<file path="src/rtl/pvp_pkg.sv">
package pvp_pkg;

    parameter int CODE_W     = 6;
    parameter int MV_W       = 16;
    parameter int MAX_CODE   = 41;
    parameter int DEFAULT_MV = -4000;
    parameter int BASE_MV    = -5400;
    parameter int STEP_MV    = 100;

    typedef logic [CODE_W-1:0]      code_t;
    typedef logic signed [MV_W-1:0] mv_t;

    typedef struct packed {
        logic  en;
        code_t code;
    } prog_state_t;

    // Non-monotonic map: zero is the mid-range default, 1..MAX_CODE is linear.
    function automatic mv_t code_to_mv(input code_t c);
        int v;
        if (c == '0) v = DEFAULT_MV;
        else         v = BASE_MV + (int'(c) - 1) * STEP_MV;
        return mv_t'(v);
    endfunction

endpackage

</file>
<file path="src/rtl/pvp_sync.sv">
module pvp_sync #(
    parameter int STAGES = 2
) (
    input  logic clk,
    input  logic rst,
    input  logic din,
    output logic level,
    output logic rise
);
    logic [STAGES-1:0] chain;
    logic              level_d;

    always_ff @(posedge clk) begin
        if (rst) begin
            chain   <= '0;
            level_d <= 1'b0;
        end else begin
            chain   <= {chain[STAGES-2:0], din};
            level_d <= chain[STAGES-1];
        end
    end

    assign level = chain[STAGES-1];
    assign rise  = chain[STAGES-1] & ~level_d;

endmodule

</file>
<file path="src/rtl/pvp_low_timer.sv">
module pvp_low_timer #(
    parameter int LOW_TICKS = 25000
) (
    input  logic clk,
    input  logic rst,
    input  logic level,
    output logic expire
);
    localparam int CNT_W = $clog2(LOW_TICKS + 1);
    localparam logic [CNT_W-1:0] LIMIT = CNT_W'(LOW_TICKS - 1);

    logic [CNT_W-1:0] low_cnt;

    always_ff @(posedge clk) begin
        if (rst || level)        low_cnt <= '0;
        else if (low_cnt != LIMIT) low_cnt <= low_cnt + 1'b1;
    end

    assign expire = ~level && (low_cnt == LIMIT);

    AST_LOW_CNT_BOUND: assert property (@(posedge clk) disable iff (rst)
        low_cnt <= LIMIT);
    AST_HIGH_CLEARS: assert property (@(posedge clk) disable iff (rst)
        level |=> (low_cnt == '0));

endmodule

</file>
<file path="src/rtl/pvp_counter.sv">
module pvp_counter
    import pvp_pkg::*;
(
    input  logic        clk,
    input  logic        rst,
    input  logic        rise,
    input  logic        expire,
    output prog_state_t st
);
    localparam code_t TOP = code_t'(MAX_CODE);

    prog_state_t st_n;

    always_comb begin
        st_n = st;
        if (expire) begin
            st_n.en   = 1'b0;
            st_n.code = '0;
        end else if (rise) begin
            if (!st.en) begin
                st_n.en   = 1'b1;
                st_n.code = '0;
            end else if (st.code != TOP) begin
                st_n.code = st.code + 1'b1;
            end
        end
    end

    always_ff @(posedge clk) begin
        if (rst) st <= '0;
        else     st <= st_n;
    end

    AST_ENABLE_LOADS_ZERO: assert property (@(posedge clk) disable iff (rst)
        (rise && !st.en) |=> (st.en && st.code == '0));
    AST_STEP_ONE: assert property (@(posedge clk) disable iff (rst)
        (rise && st.en && st.code != TOP) |=> (st.code == code_t'($past(st.code) + 1'b1)));
    AST_QUIET_HOLDS: assert property (@(posedge clk) disable iff (rst)
        (!rise && !expire) |=> ($stable(st.code) && $stable(st.en)));
    AST_NO_OVERFLOW: assert property (@(posedge clk) disable iff (rst)
        st.code <= TOP);
    AST_SATURATE: assert property (@(posedge clk) disable iff (rst)
        (rise && st.en && st.code == TOP) |=> (st.code == TOP));
    AST_TIMEOUT_CLEARS: assert property (@(posedge clk) disable iff (rst)
        expire |=> (!st.en && st.code == '0));

endmodule

</file>
<file path="src/rtl/pvp_setpoint.sv">
module pvp_setpoint
    import pvp_pkg::*;
(
    input  code_t code,
    output mv_t   mv
);
    assign mv = code_to_mv(code);
endmodule

</file>
<file path="src/rtl/pulse_vprog.sv">
module pulse_vprog
    import pvp_pkg::*;
#(
    parameter int LOW_TICKS   = 25000,
    parameter int SYNC_STAGES = 2
) (
    input  logic              clk,
    input  logic              rst,
    input  logic              ctrl_raw,
    output logic              en,
    output logic [CODE_W-1:0] code,
    output logic [MV_W-1:0]   setpoint_mv
);
    logic        lvl, rise, expire;
    prog_state_t st;
    mv_t         mv;

    pvp_sync #(.STAGES(SYNC_STAGES)) u_sync (
        .clk(clk), .rst(rst), .din(ctrl_raw), .level(lvl), .rise(rise)
    );

    pvp_low_timer #(.LOW_TICKS(LOW_TICKS)) u_timer (
        .clk(clk), .rst(rst), .level(lvl), .expire(expire)
    );

    pvp_counter u_cnt (
        .clk(clk), .rst(rst), .rise(rise), .expire(expire), .st(st)
    );

    pvp_setpoint u_map (
        .code(st.code), .mv(mv)
    );

    assign en          = st.en;
    assign code        = st.code;
    assign setpoint_mv = mv;

    AST_MV_RANGE: assert property (@(posedge clk) disable iff (rst)
        (mv >= mv_t'(BASE_MV)) && (mv <= mv_t'(BASE_MV + (MAX_CODE - 1) * STEP_MV)));
    AST_MV_STEP: assert property (@(posedge clk) disable iff (rst)
        (code != '0 && code == code_t'($past(code) + 1'b1) && $past(code) != '0)
        |-> (int'(mv) == int'($past(mv)) + STEP_MV));

endmodule

</file>
<file path="config.mk">
export PLATFORM = sky130hd
export DESIGN_NAME = pulse_vprog
export DESIGN_NICKNAME = d
export VERILOG_FILES = /design/src/rtl/pvp_pkg.sv /design/src/rtl/pvp_sync.sv /design/src/rtl/pvp_low_timer.sv /design/src/rtl/pvp_counter.sv /design/src/rtl/pvp_setpoint.sv /design/src/rtl/pulse_vprog.sv
export SDC_FILE = /design/constraint.sdc
export NUM_CORES = 1
export LEC_CHECK = 0
export BUFFER_PORTS_ARGS = -buffer_cell sky130_fd_sc_hd__buf_4
export CAP_MARGIN = 30
export CORE_MARGIN = 5
export CORE_UTILIZATION = 45
export DETAILED_ROUTE_END_ITERATION = 7
export GPL_ROUTABILITY_DRIVEN = 0
export PLACE_DENSITY = 0.72
export RECOVER_POWER = 100
export SLEW_MARGIN = 10
export SYNTH_ARGS = -nofsm -noshare
export SYNTH_HDL_FRONTEND = slang
export SYNTH_HIERARCHICAL = 1
export SYNTH_SLANG_ARGS = --single-unit
</file>
<file path="constraint.sdc">
create_clock -name clk -period 12.8 [get_ports clk]
set_clock_uncertainty 0.05 [all_clocks]
set_input_delay 0.64 -clock clk [delete_from_list [all_inputs] [get_ports clk]]
set_output_delay 0.64 -clock clk [all_outputs]
set_load 0.01 [all_outputs]
</file>
==> results.sh <==
export IMPL_outcome="finished clean"
export IMPL_synth_top_area_cell="dfxtp_1"
export IMPL_drt_initial_drc_count=101
export IMPL_worst_pin_slew_ps=982.3
export IMPL_synth_top_area_share=0.2260
export IMPL_final_layout_size_suffix_gt1_frac=0.07829
export IMPL_ant_nets=0
export IMPL_synthDistinctLibCells=60
export IMPL_synth_seq_area_share=0.2260
export IMPL_internal_power_uw=121.8
export IMPL_clock_power_share=0.266
export IMPL_synth_simple_area_share=0.2503
export IMPL_grt_pass1_vias=1780
export IMPL_cts_num_sinks=25
export IMPL_async_reset_ff_frac=0
export IMPL_fin_crit_ps=5596
export IMPL_cts_path_max_buffers=2
export IMPL_utilization=0.5029
export IMPL_cts_made_buffers=3
export IMPL_slew_headroom=0.3391
export IMPL_die_x_microns=80.15
export IMPL_synthAdderAreaFrac=0.1774
export IMPL_diodes=0
export IMPL_synth_xor_area_frac=0.07062
export IMPL_avgSynthCellArea_sq_um=8.551
export IMPL_arrival_ps=4910
export IMPL_finalCritPeriodShare=0.4372
export IMPL_path_clk_slew_ps=80
export IMPL_power_frac_comb=0.265
export IMPL_ctsResizeCount=0
export IMPL_firstDrtPassIters=4
export IMPL_start_kind="register"
export IMPL_die_area_sq_um=6424
export IMPL_grt_max_degree=16
export IMPL_p_leak_nw=0.8619
export IMPL_synth_compound_area_frac=0.2023
export IMPL_synth_ff_type="dfxtp_1"
export IMPL_postSynthCellCount=259
export IMPL_track_usage=0.1503
export IMPL_finalPower_uw=172.4
export IMPL_vdd_drop_max_mv=0.05496
export IMPL_p_seq_frac=0.469
export IMPL_ys_top_cells_by_area="dfxtp_1, ha_1, nand2_1"
export IMPL_ys_warn_count=6
export IMPL_ff2ff_setup_slack_ps=10190
export IMPL_setup_viol=0
export IMPL_ys_seq_elements=25
export IMPL_finalMaxSlewViolations=0
export IMPL_ctsHoldBuffers=0
export IMPL_rsz0062_at_grt="no"
export IMPL_die_h_microns=80.15
export IMPL_fmax_mhz=178.7
export IMPL_antenna_found_initial=0
export IMPL_cts_root_buf="clkbuf_8"
export IMPL_synth_edf_count=0
export IMPL_critPathMaxFanout=12
export IMPL_drc=0
export IMPL_core_area_sq_um=4755
export IMPL_p_switching_uw=50.55
export IMPL_path_class="register to output pin"
export IMPL_hold_viol=0
export IMPL_row_count=25
export IMPL_insertion_delay_ps=260
export IMPL_tns_ps=0
export IMPL_cts_max_level=1
export IMPL_start_util=0.4658
export IMPL_via_per_inst=5.434
export IMPL_cp_data_required_time_ps=12110
export IMPL_min_path_type="register to register"
export IMPL_vias=1891
export IMPL_p_sw_frac=0.2933
export IMPL_end_kind="output pin"
export IMPL_synth_mux_area_frac=0.02712
export IMPL_io_buffers=23
export IMPL_p_per_area_nw_per_um2=72.09
export IMPL_syn_to_final_growth_pct=7.966
export IMPL_max_cap_violations=0
export IMPL_grt_overflow_total=0
export IMPL_final_nets=314
export IMPL_post_drt_wl_per_cell_microns=13.03
export IMPL_dp_hpwl_microns=3525
export IMPL_postCtsSetupBuffers=0
export IMPL_io_pin_count=26
export IMPL_fillerInstances=482
export IMPL_synth_top_family_by_area="simple AND/OR/NAND/NOR gates"
export IMPL_wl_microns=4533
export IMPL_synth_common_cells="dfxtp_1, ha_1, nand2_1"
export IMPL_grt_pass1_wl_microns=7990
export IMPL_synth_area_sq_um=2215
export IMPL_cts_tree="done"
[worst max-delay path, cell delays in order, from the launching register on]
cell,delay (ps)
dfxtp_1,590
inv_1,170
ha_1,290
xor2_1,480
ha_1,350
ha_1,330
xor2_1,180
ha_1,320
ha_1,220
inv_1,80
fa_1,200
nor2b_1,70
o31a_2,290
o21ai_0,330
nand3_1,180
a22oi_2,220
mux2i_1,200
buf_4,140
[through the flow]
step | setup slack, ps | cell area, sq um | cells | hold slack [ps]
floorplan | 8146 | 2218 | 260 | 363.8
global placement | 7821 | 2436 | 344 | 368.3
detailed placement | 7747 | 2436 | 344 | 377.6
CTS | 7410 | 2481 | 348 | 401.5
global route | 6780 | 2391 | 348 | 418.7
finish | 7204 | 2391 | 348 | 396.5
[logic make-up (layout without fill, tap and decap cells)]
family,count (synthesis),count (layout)
xor gates and xnor gates,17,17
adders and majority gates,29,29
DFF,25,25
muxes,6,6
AOI/OAI and AO/OA,60,60
and+or+nand+nor,99,99
other,1,2
buffers and inverters,22,43
[routing by layer]
| metal | vias to the layer above | wire length (microns) | global-route usage |
|---|---|---|---|
| met4 | 0 | 19 | 0.03547 |
| li1 | 998 | - | - |
| met1 | 863 | 2341 | 0.2109 |
| met2 | 28 | 2024 | 0.2475 |
| met3 | 2 | 148 | 0.01345 |
| met5 | - | 0 | 0 |
[sequential cells by signal (all words and copies together), names as in the netlist]
signal and count:
u_cnt/st 7, u_timer/low_cnt 15, u_sync/level_d 1, u_sync/chain 2
[worst paths after layout]
check	to	cells after the start	startpoint
worst max-delay path	setpoint_mv[14]	17	u_cnt/st[0]
worst min-delay path	u_sync/chain[1]	1	u_sync/chain[0]
worst max register to register	u_cnt/st[2]	6	u_timer/low_cnt[10]
worst min register to register	u_sync/chain[1]	1	u_sync/chain[0]
[placed cells by master (no fill, tap or decap), drive strengths merged, types with 3 or more instances in the layout]
cell     n
nor2b    6
or2      4
mux2i    6
a21oi   15
xor2    10
nor2    15
o31ai    4
clkbuf  21
nand3   12
nand2   24
ha      25
or4      4
inv     15
o21ai    9
nor4     7
and2     4
buf      6
or3     11
fa       4
dfxtp   25
a21o     7
xnor2    7
o31a     3
nand4    5
o21a     3
[power by group through the flow]
stage	logic, mW	clock network, mW	registers (mW)
2_1_floorplan	0.0392	0	0.0823
4_1_cts	0.0471	0.0479	0.0809
5_1_grt	0.0520	0.0507	0.0813
6_report	0.0456	0.0458	0.0809
3_5_place_dp	0.0467	0	0.0827
3_3_place_gp	0.0459	0	0.0827
[area by class of cell]
cell class / count / area, sq um / share of cell area
multi-input combinational: 213 / 1593 / 0.6661
tap: 67 / 83.83 / 0.03506
timing repair buffer: 23 / 108.9 / 0.04553
sequential: 25 / 500.5 / 0.2093
inverter: 16 / 60.06 / 0.02512
clock buffer: 4 / 45.04 / 0.01884
Note: power is estimated with default switching activity, not from simulation.
